$ cat src/rtl/sysport_bank.sv
module sysport_bank #(
  parameter int ADDR_W = 16
) (
  input  logic              clk,
  input  logic              rst_n,
  input  logic [ADDR_W-1:0] addr,
  input  logic              wr_en,
  input  logic              rd_en,
  input  logic [7:0]        wdata,
  output logic [7:0]        rdata,
  output logic              soft_rst,
  output logic              le_mode,
  output logic              lamp,
  output logic              lock_a_pls,
  output logic              lock_b_pls,
  output logic              map_mode
);
  localparam logic [ADDR_W-1:0] P_CTRL  = ADDR_W'(16'h0092);
  localparam logic [ADDR_W-1:0] P_SCR0  = ADDR_W'(16'h0398);
  localparam logic [ADDR_W-1:0] P_SCR1  = ADDR_W'(16'h0399);
  localparam logic [ADDR_W-1:0] P_CPUID = ADDR_W'(16'h0800);
  localparam logic [ADDR_W-1:0] P_FEAT  = ADDR_W'(16'h0802);
  localparam logic [ADDR_W-1:0] P_STAT  = ADDR_W'(16'h0803);
  localparam logic [ADDR_W-1:0] P_LAMP  = ADDR_W'(16'h0808);
  localparam logic [ADDR_W-1:0] P_EQUIP = ADDR_W'(16'h080C);
  localparam logic [ADDR_W-1:0] P_LOCKA = ADDR_W'(16'h0810);
  localparam logic [ADDR_W-1:0] P_LOCKB = ADDR_W'(16'h0812);
  localparam logic [ADDR_W-1:0] P_KEY   = ADDR_W'(16'h0818);
  localparam logic [ADDR_W-1:0] P_CACHE = ADDR_W'(16'h081C);
  localparam logic [ADDR_W-1:0] P_L2ST  = ADDR_W'(16'h0823);
  localparam logic [ADDR_W-1:0] P_MAP   = ADDR_W'(16'h0850);

  logic [3:0] cache_q;
  logic [7:0] scr0_q, scr1_q;
  logic [7:0] rd_mux;

  wire wr_hit_ctrl  = wr_en && addr == P_CTRL;
  wire wr_hit_lamp  = wr_en && addr == P_LAMP;
  wire wr_hit_cache = wr_en && addr == P_CACHE;
  wire wr_hit_map   = wr_en && addr == P_MAP;

  always_comb begin
    unique case (addr)
      P_CTRL:  rd_mux = 8'h00;
      P_SCR0:  rd_mux = scr0_q;
      P_SCR1:  rd_mux = scr1_q;
      P_CPUID: rd_mux = 8'hEF;
      P_FEAT:  rd_mux = 8'hAD;
      P_STAT:  rd_mux = 8'hE0;
      P_EQUIP: rd_mux = 8'h3C;
      P_LOCKA: rd_mux = 8'h39;
      P_KEY:   rd_mux = 8'h00;
      P_CACHE: rd_mux = {4'h0, cache_q};
      P_L2ST:  rd_mux = 8'h03;
      P_MAP:   rd_mux = {7'h00, map_mode};
      default: rd_mux = 8'hFF;
    endcase
  end

  always_ff @(posedge clk) begin
    if (!rst_n) begin
      rdata      <= '0;
      soft_rst   <= 1'b0;
      le_mode    <= 1'b0;
      lamp       <= 1'b0;
      lock_a_pls <= 1'b0;
      lock_b_pls <= 1'b0;
      map_mode   <= 1'b0;
      cache_q    <= '0;
      scr0_q     <= '0;
      scr1_q     <= '0;
    end else begin
      lock_a_pls <= wr_en && addr == P_LOCKA;
      lock_b_pls <= wr_en && addr == P_LOCKB;
      if (rd_en)        rdata <= rd_mux;
      if (wr_hit_ctrl)  {le_mode, soft_rst} <= wdata[1:0];
      if (wr_hit_lamp)  lamp <= wdata[0];
      if (wr_hit_cache) cache_q <= wdata[3:0];
      if (wr_hit_map)   map_mode <= wdata[0];
      if (wr_en && addr == P_SCR0) scr0_q <= wdata;
      if (wr_en && addr == P_SCR1) scr1_q <= wdata;
    end
  end
endmodule

$ cat config.mk
export PLATFORM = sky130hd
export DESIGN_NAME = sysport_bank
export DESIGN_NICKNAME = d
export VERILOG_FILES = /design/src/rtl/sysport_bank.sv
export SDC_FILE = /design/constraint.sdc
export NUM_CORES = 1
export LEC_CHECK = 0
export BUFFER_PORTS_ARGS = -buffer_cell sky130_fd_sc_hd__buf_2
export CAP_MARGIN = 10
export CORE_UTILIZATION = 55
export DETAILED_ROUTE_END_ITERATION = 10
export GPL_ROUTABILITY_DRIVEN = 0
export PLACE_DENSITY = 0.81
export RECOVER_POWER = 100
export REMOVE_ABC_BUFFERS = 1
export SYNTH_ARGS = -nofsm -noshare
export SYNTH_HDL_FRONTEND = slang
export SYNTH_SLANG_ARGS = --single-unit
$ cat constraint.sdc
create_clock -name clk -period 4.1 [get_ports clk]
set_input_delay 0.615 -clock clk [delete_from_list [all_inputs] [get_ports clk]]
set_output_delay 0.615 -clock clk [all_outputs]
set_load 0.03 [all_outputs]
# ---- Word level (Yosys, flattened, before mapping)
# Cells that the tools add are included.
dict set report op_classes {
  eq_ne 14
  mux 1
  reduce_logical 9
}
# cell n
set op_table {}
lappend op_table {{$eq 16x12->1 const B} 11}
lappend op_table {{$pmux 8 s11} 1}
lappend op_table {{$eq 16x10->1 const B} 2}
lappend op_table {{$eq 16x8->1 const B} 1}
lappend op_table {{$logic_and 1x1->1} 8}
lappend op_table {{$reduce_or 2->1} 1}
dict set report word_totals {
  reg_bits 34
  out_inout_bits 14
  word_cells 34
}

# ---- Longest topological paths before layout
dict set report logic_depth {
  word_depth 3
  ltp_mapped 7
}

# ---- Least setup slack after synthesis
# Ideal clock, no wire load.
dict set report synth_path {
  path_kind {input -> register}
  start {in addr[1]}
  end {reg rdata[3]}
  arrival_ns 2.053
  setup_slack_ns 1.913
  path_stages 7
  path_cell_list {buf_6 or4b_4 buf_6 o21ai_2 o311ai_1 a221oi_2 a21oi_1}
}
dict set report synth_via {
  elab_chain_len 3
}
# element line_no
set synth_rtl {}
lappend synth_rtl {{start: declaration} 6} ;# input logic [ADDR_W-1:0] addr,
lappend synth_rtl {{$eq 16x8->1 / $eq 16x12->1 (equally long branches)} 43} ;# unique case (addr)
lappend synth_rtl {{$reduce_or 2->1 (no line)} n/a}
lappend synth_rtl {{$pmux 8 s11 *} 43}
lappend synth_rtl {{end signal: assignment} 75} ;# if (rd_en) rdata <= rd_mux;
lappend synth_rtl {{end: declaration} 10} ;# output logic [7:0] rdata,
# Mark *: on every way between the ends. The rest lies on a longest branch, timed or not.
# A chain may end at the register's enable or synchronous reset.

# ---- Final worst setup path
dict set report layout_path {
  start {in addr[12]}
  end {reg rdata[3]}
}
# Same word-level chain as after synthesis.

==> flow_summary.ini <==
[setup_path]
r2r_end = rdata[3]$_SDFFE_PN0P_
r2r_slack_ns = 2.83
cp_top_family = simple AND/OR/NAND/NOR gates
r2r_cells = 3
worst_setup_path_start_kind = input pin
slowest_delay_ns = 1.27
slowest_stage = nor4_1
cp.buffers_inverters = 1
cp.arrival_ns = 3.22
crit_fanout = 10
endpoint_kind = flip-flop
cp.required_ns = 4.37
worstPathCellList = buf_2 -> or4_1 -> nor4_1 -> and3_1 -> a2111oi_0 -> a21oi_1
worstSetupPathType = input pin to flip-flop
r2r-start = cache_q[3]$_SDFFE_PN0P_

[status]
status = finished, violations left
violations = capacitance limit, slew limit

[clocking]
clkTransAtPathRegs_ns = 0.10
postCtsHoldBufs = 0
root_buffer = clkbuf_4
clockBufferDepth = 2
cts.repair.resized = 0
h-tree-depth = 2
clk_latency_ns = 0.34
cts_tree = done
postCtsSetupRepairBufs = 0
cts_buffers = 5
cts_num_sinks = 34

[global_routing]
grt_max_degree = 34
grt_pass1_vias = 1571
overflow = 0
track_usage_pct = 26.7
antenna_found_initial = 0
grt_pass1_wl_mm = 7.13

[final_layout]
fin_cells = 285
num_antenna_cells = 0
drive_gt1_share_pct = 17.8
num-fill-cells = 309
finish.net_count = 268
area_growth_pct = 9.51

[drt]
wire_per_inst_um = 14.8
antenna_left = 0
wl_mm = 4.22
remaining_drc_errors = 0
vias = 1709
firstDrtPassIters = 4
via_per_inst = 6.00
drt_iter0_drc = 139

[sta]
finalCriticalPeriod_ns = 2.96
tightest_slew_ns = 1.57
finalHoldViolations = 0
skew_ns = 0.0135
finalSetupTns_ns = 0
slew_violations = 11
min_period_over_period_pct = 72.2
finalSetupViolations = 0
rsz0062_at_grt = false
relSlewSlack_pct = -5.77
whs_ns = 0.462
fmax_mhz = 338

[job]
cap_violations = 1

[synth]
syn_avg_cell_area_um2 = 8.96
async_flop_share_pct = 0
synth.cell_area_um2 = 1830
synth.distinct_cells = 52
syn_inst = 204
seq_area_frac_synth_pct = 37.2
ys_seq_elements = 34
synth-edff-count = 0
ys.flop_type = dfxtp_1
synth_warnings = 0

[power_and_ir_drop]
p_per_area_nw_per_um2 = 301
p_leak_nw = 0.743
ir_worst_vdd_v = 0.000210

[floorplanning]
die_h_um = 59.7
start_util_pct = 58.9
die_w_um = 59.7
core_um2 = 3100
boundaryPins = 42
fp-row-count = 20
dieArea_um2 = 3560

[hold_path]
min_path_type = flip-flop to flip-flop
min_path_cells = 2
hold_path_startpoint = scr0_q[5]$_SDFFE_PN0P_
hold_end = scr0_q[5]$_SDFFE_PN0P_

[placed_design]
io_buffers = 41
hpwl_mm = 2.98
dp_cells = 277
kinds of logic after synthesis:
| logic type | after synthesis | synth area share, % |
|---|---|---|
| mux | 10 | 5.54 |
| buf+inv | 17 | 5.95 |
| simple gates | 85 | 28.9 |
| compound gates | 57 | 21.9 |
| flops | 34 | 37.2 |
| xor+xnor | 1 | 0.479 |
registers in the layout, indices dropped and copies added (netlist names):
| signal | flops |
|---|---|
| cache_q | 4 |
| lamp | 1 |
| le_mode | 1 |
| lock_a_pls | 1 |
| lock_b_pls | 1 |
| map_mode | 1 |
| rdata | 8 |
| scr0_q | 8 |
| scr1_q | 8 |
| soft_rst | 1 |
worst min-delay path: stages (launching register included):
cell and delay, ns:
dfxtp_1 0.33, nand2_1 0.05, a21boi_1 0.05
where the power goes:
group | internal (mW) | switching [mW] | total [mW]
clock network | 0.0830 | 0.110 | 0.193
registers | 0.336 | 0.00229 | 0.338
logic | 0.0240 | 0.0471 | 0.0710
total | 0.443 | 0.159 | 0.602
final cells by class:
class                   instances  area, µm²  area share, %
multi-input cells             153       1000           50.1
flip-flops and latches         34        681           34.0
repair buffers                 41        185           9.25
clock buffers                   7       55.1           2.75
well taps                      44       55.1           2.75
inverters                       5       18.8          0.938
clock inverters                 1       5.00          0.250
cells in the final DEF, fill, tap and decap left out, types with 3 or more instances in the layout:
cell type  Yosys  layout
a21boi_0       0      14
a21oi_1       11      11
a221oi_1       3       3
and3_1         3       3
buf_2          0      25
clkbuf_1       5      17
clkbuf_4       0       5
dfxtp_1       34      34
inv_1          5       5
mux2i_1        9       9
nand2_1       19      19
nand3_1       21      21
nor2_1         4       4
nor2b_1        8       8
nor3_1         5       6
nor4_1         4       5
o21ai_0       11      11
routing by layer:
layer | track usage (%) | part of all wire (%) | vias to the layer above
li1 | - | - | 834
met1 | 35.9 | 47 | 808
met2 | 41.4 | 45 | 61
met3 | 5.63 | 7.1 | 6
met4 | 11.3 | 1.1 | 0
met5 | 0 | 0 | -
cells in the mapped netlist, types with 2 or more instances:
| library cell | number | area share, % |
|---|---|---|
| nand2_1 | 19 | 3.9 |
| a21boi_1 | 16 | 6.6 |
| nor4_4 | 2 | 2.3 |
| a221oi_1 | 3 | 1.4 |
| and3_1 | 3 | 1.0 |
| nor2_1 | 4 | 0.82 |
| nor4_1 | 4 | 1.4 |
| inv_1 | 5 | 1.0 |
| nor2b_1 | 8 | 2.7 |
| a222oi_1 | 2 | 1.1 |
| buf_6 | 4 | 2.5 |
| dfxtp_1 | 34 | 37 |
| a21o_1 | 2 | 0.82 |
| a2111oi_0 | 2 | 0.96 |
| a21oi_1 | 11 | 3.0 |
| or4_4 | 2 | 1.2 |
| clkbuf_1 | 5 | 1.0 |
| mux2i_1 | 9 | 4.9 |
| o21ai_0 | 11 | 3.0 |
| or4b_4 | 2 | 1.5 |
| nor3_1 | 5 | 1.4 |
| nand3_1 | 21 | 5.7 |
stage by stage:
| stage | worst slack (ns) | power (mW) | cell area (µm²) | util (%) |
|---|---|---|---|---|
| final | 1.14 | 0.602 | 2000 | 64.5 |
| after global routing | 0.930 | 0.625 | 2000 | 64.5 |
| after CTS | 1.70 | 0.606 | 2060 | 66.3 |
| after detailed placement | 1.31 | 0.420 | 2000 | 64.4 |
| after global placement | 1.32 | 0.420 | 2000 | 64.4 |
| after floorplan | 1.79 | 0.380 | 1740 | - |
worst max-delay path by stage:
stage / start / endpoint / slack (ns) / cells past startpoint
after floorplan: addr[13] / scr0_q[0]$_SDFFE_PN0P_ / 1.79 / 5
after global placement: addr[13] / scr0_q[4]$_SDFFE_PN0P_ / 1.32 / 6
after detailed placement: addr[13] / scr0_q[4]$_SDFFE_PN0P_ / 1.31 / 6
after CTS: addr[13] / scr0_q[4]$_SDFFE_PN0P_ / 1.70 / 6
after global routing: addr[13] / scr0_q[6]$_SDFFE_PN0P_ / 0.93 / 6
final: addr[12] / rdata[3]$_SDFFE_PN0P_ / 1.14 / 6
Power figures use the tool's default switching activity.
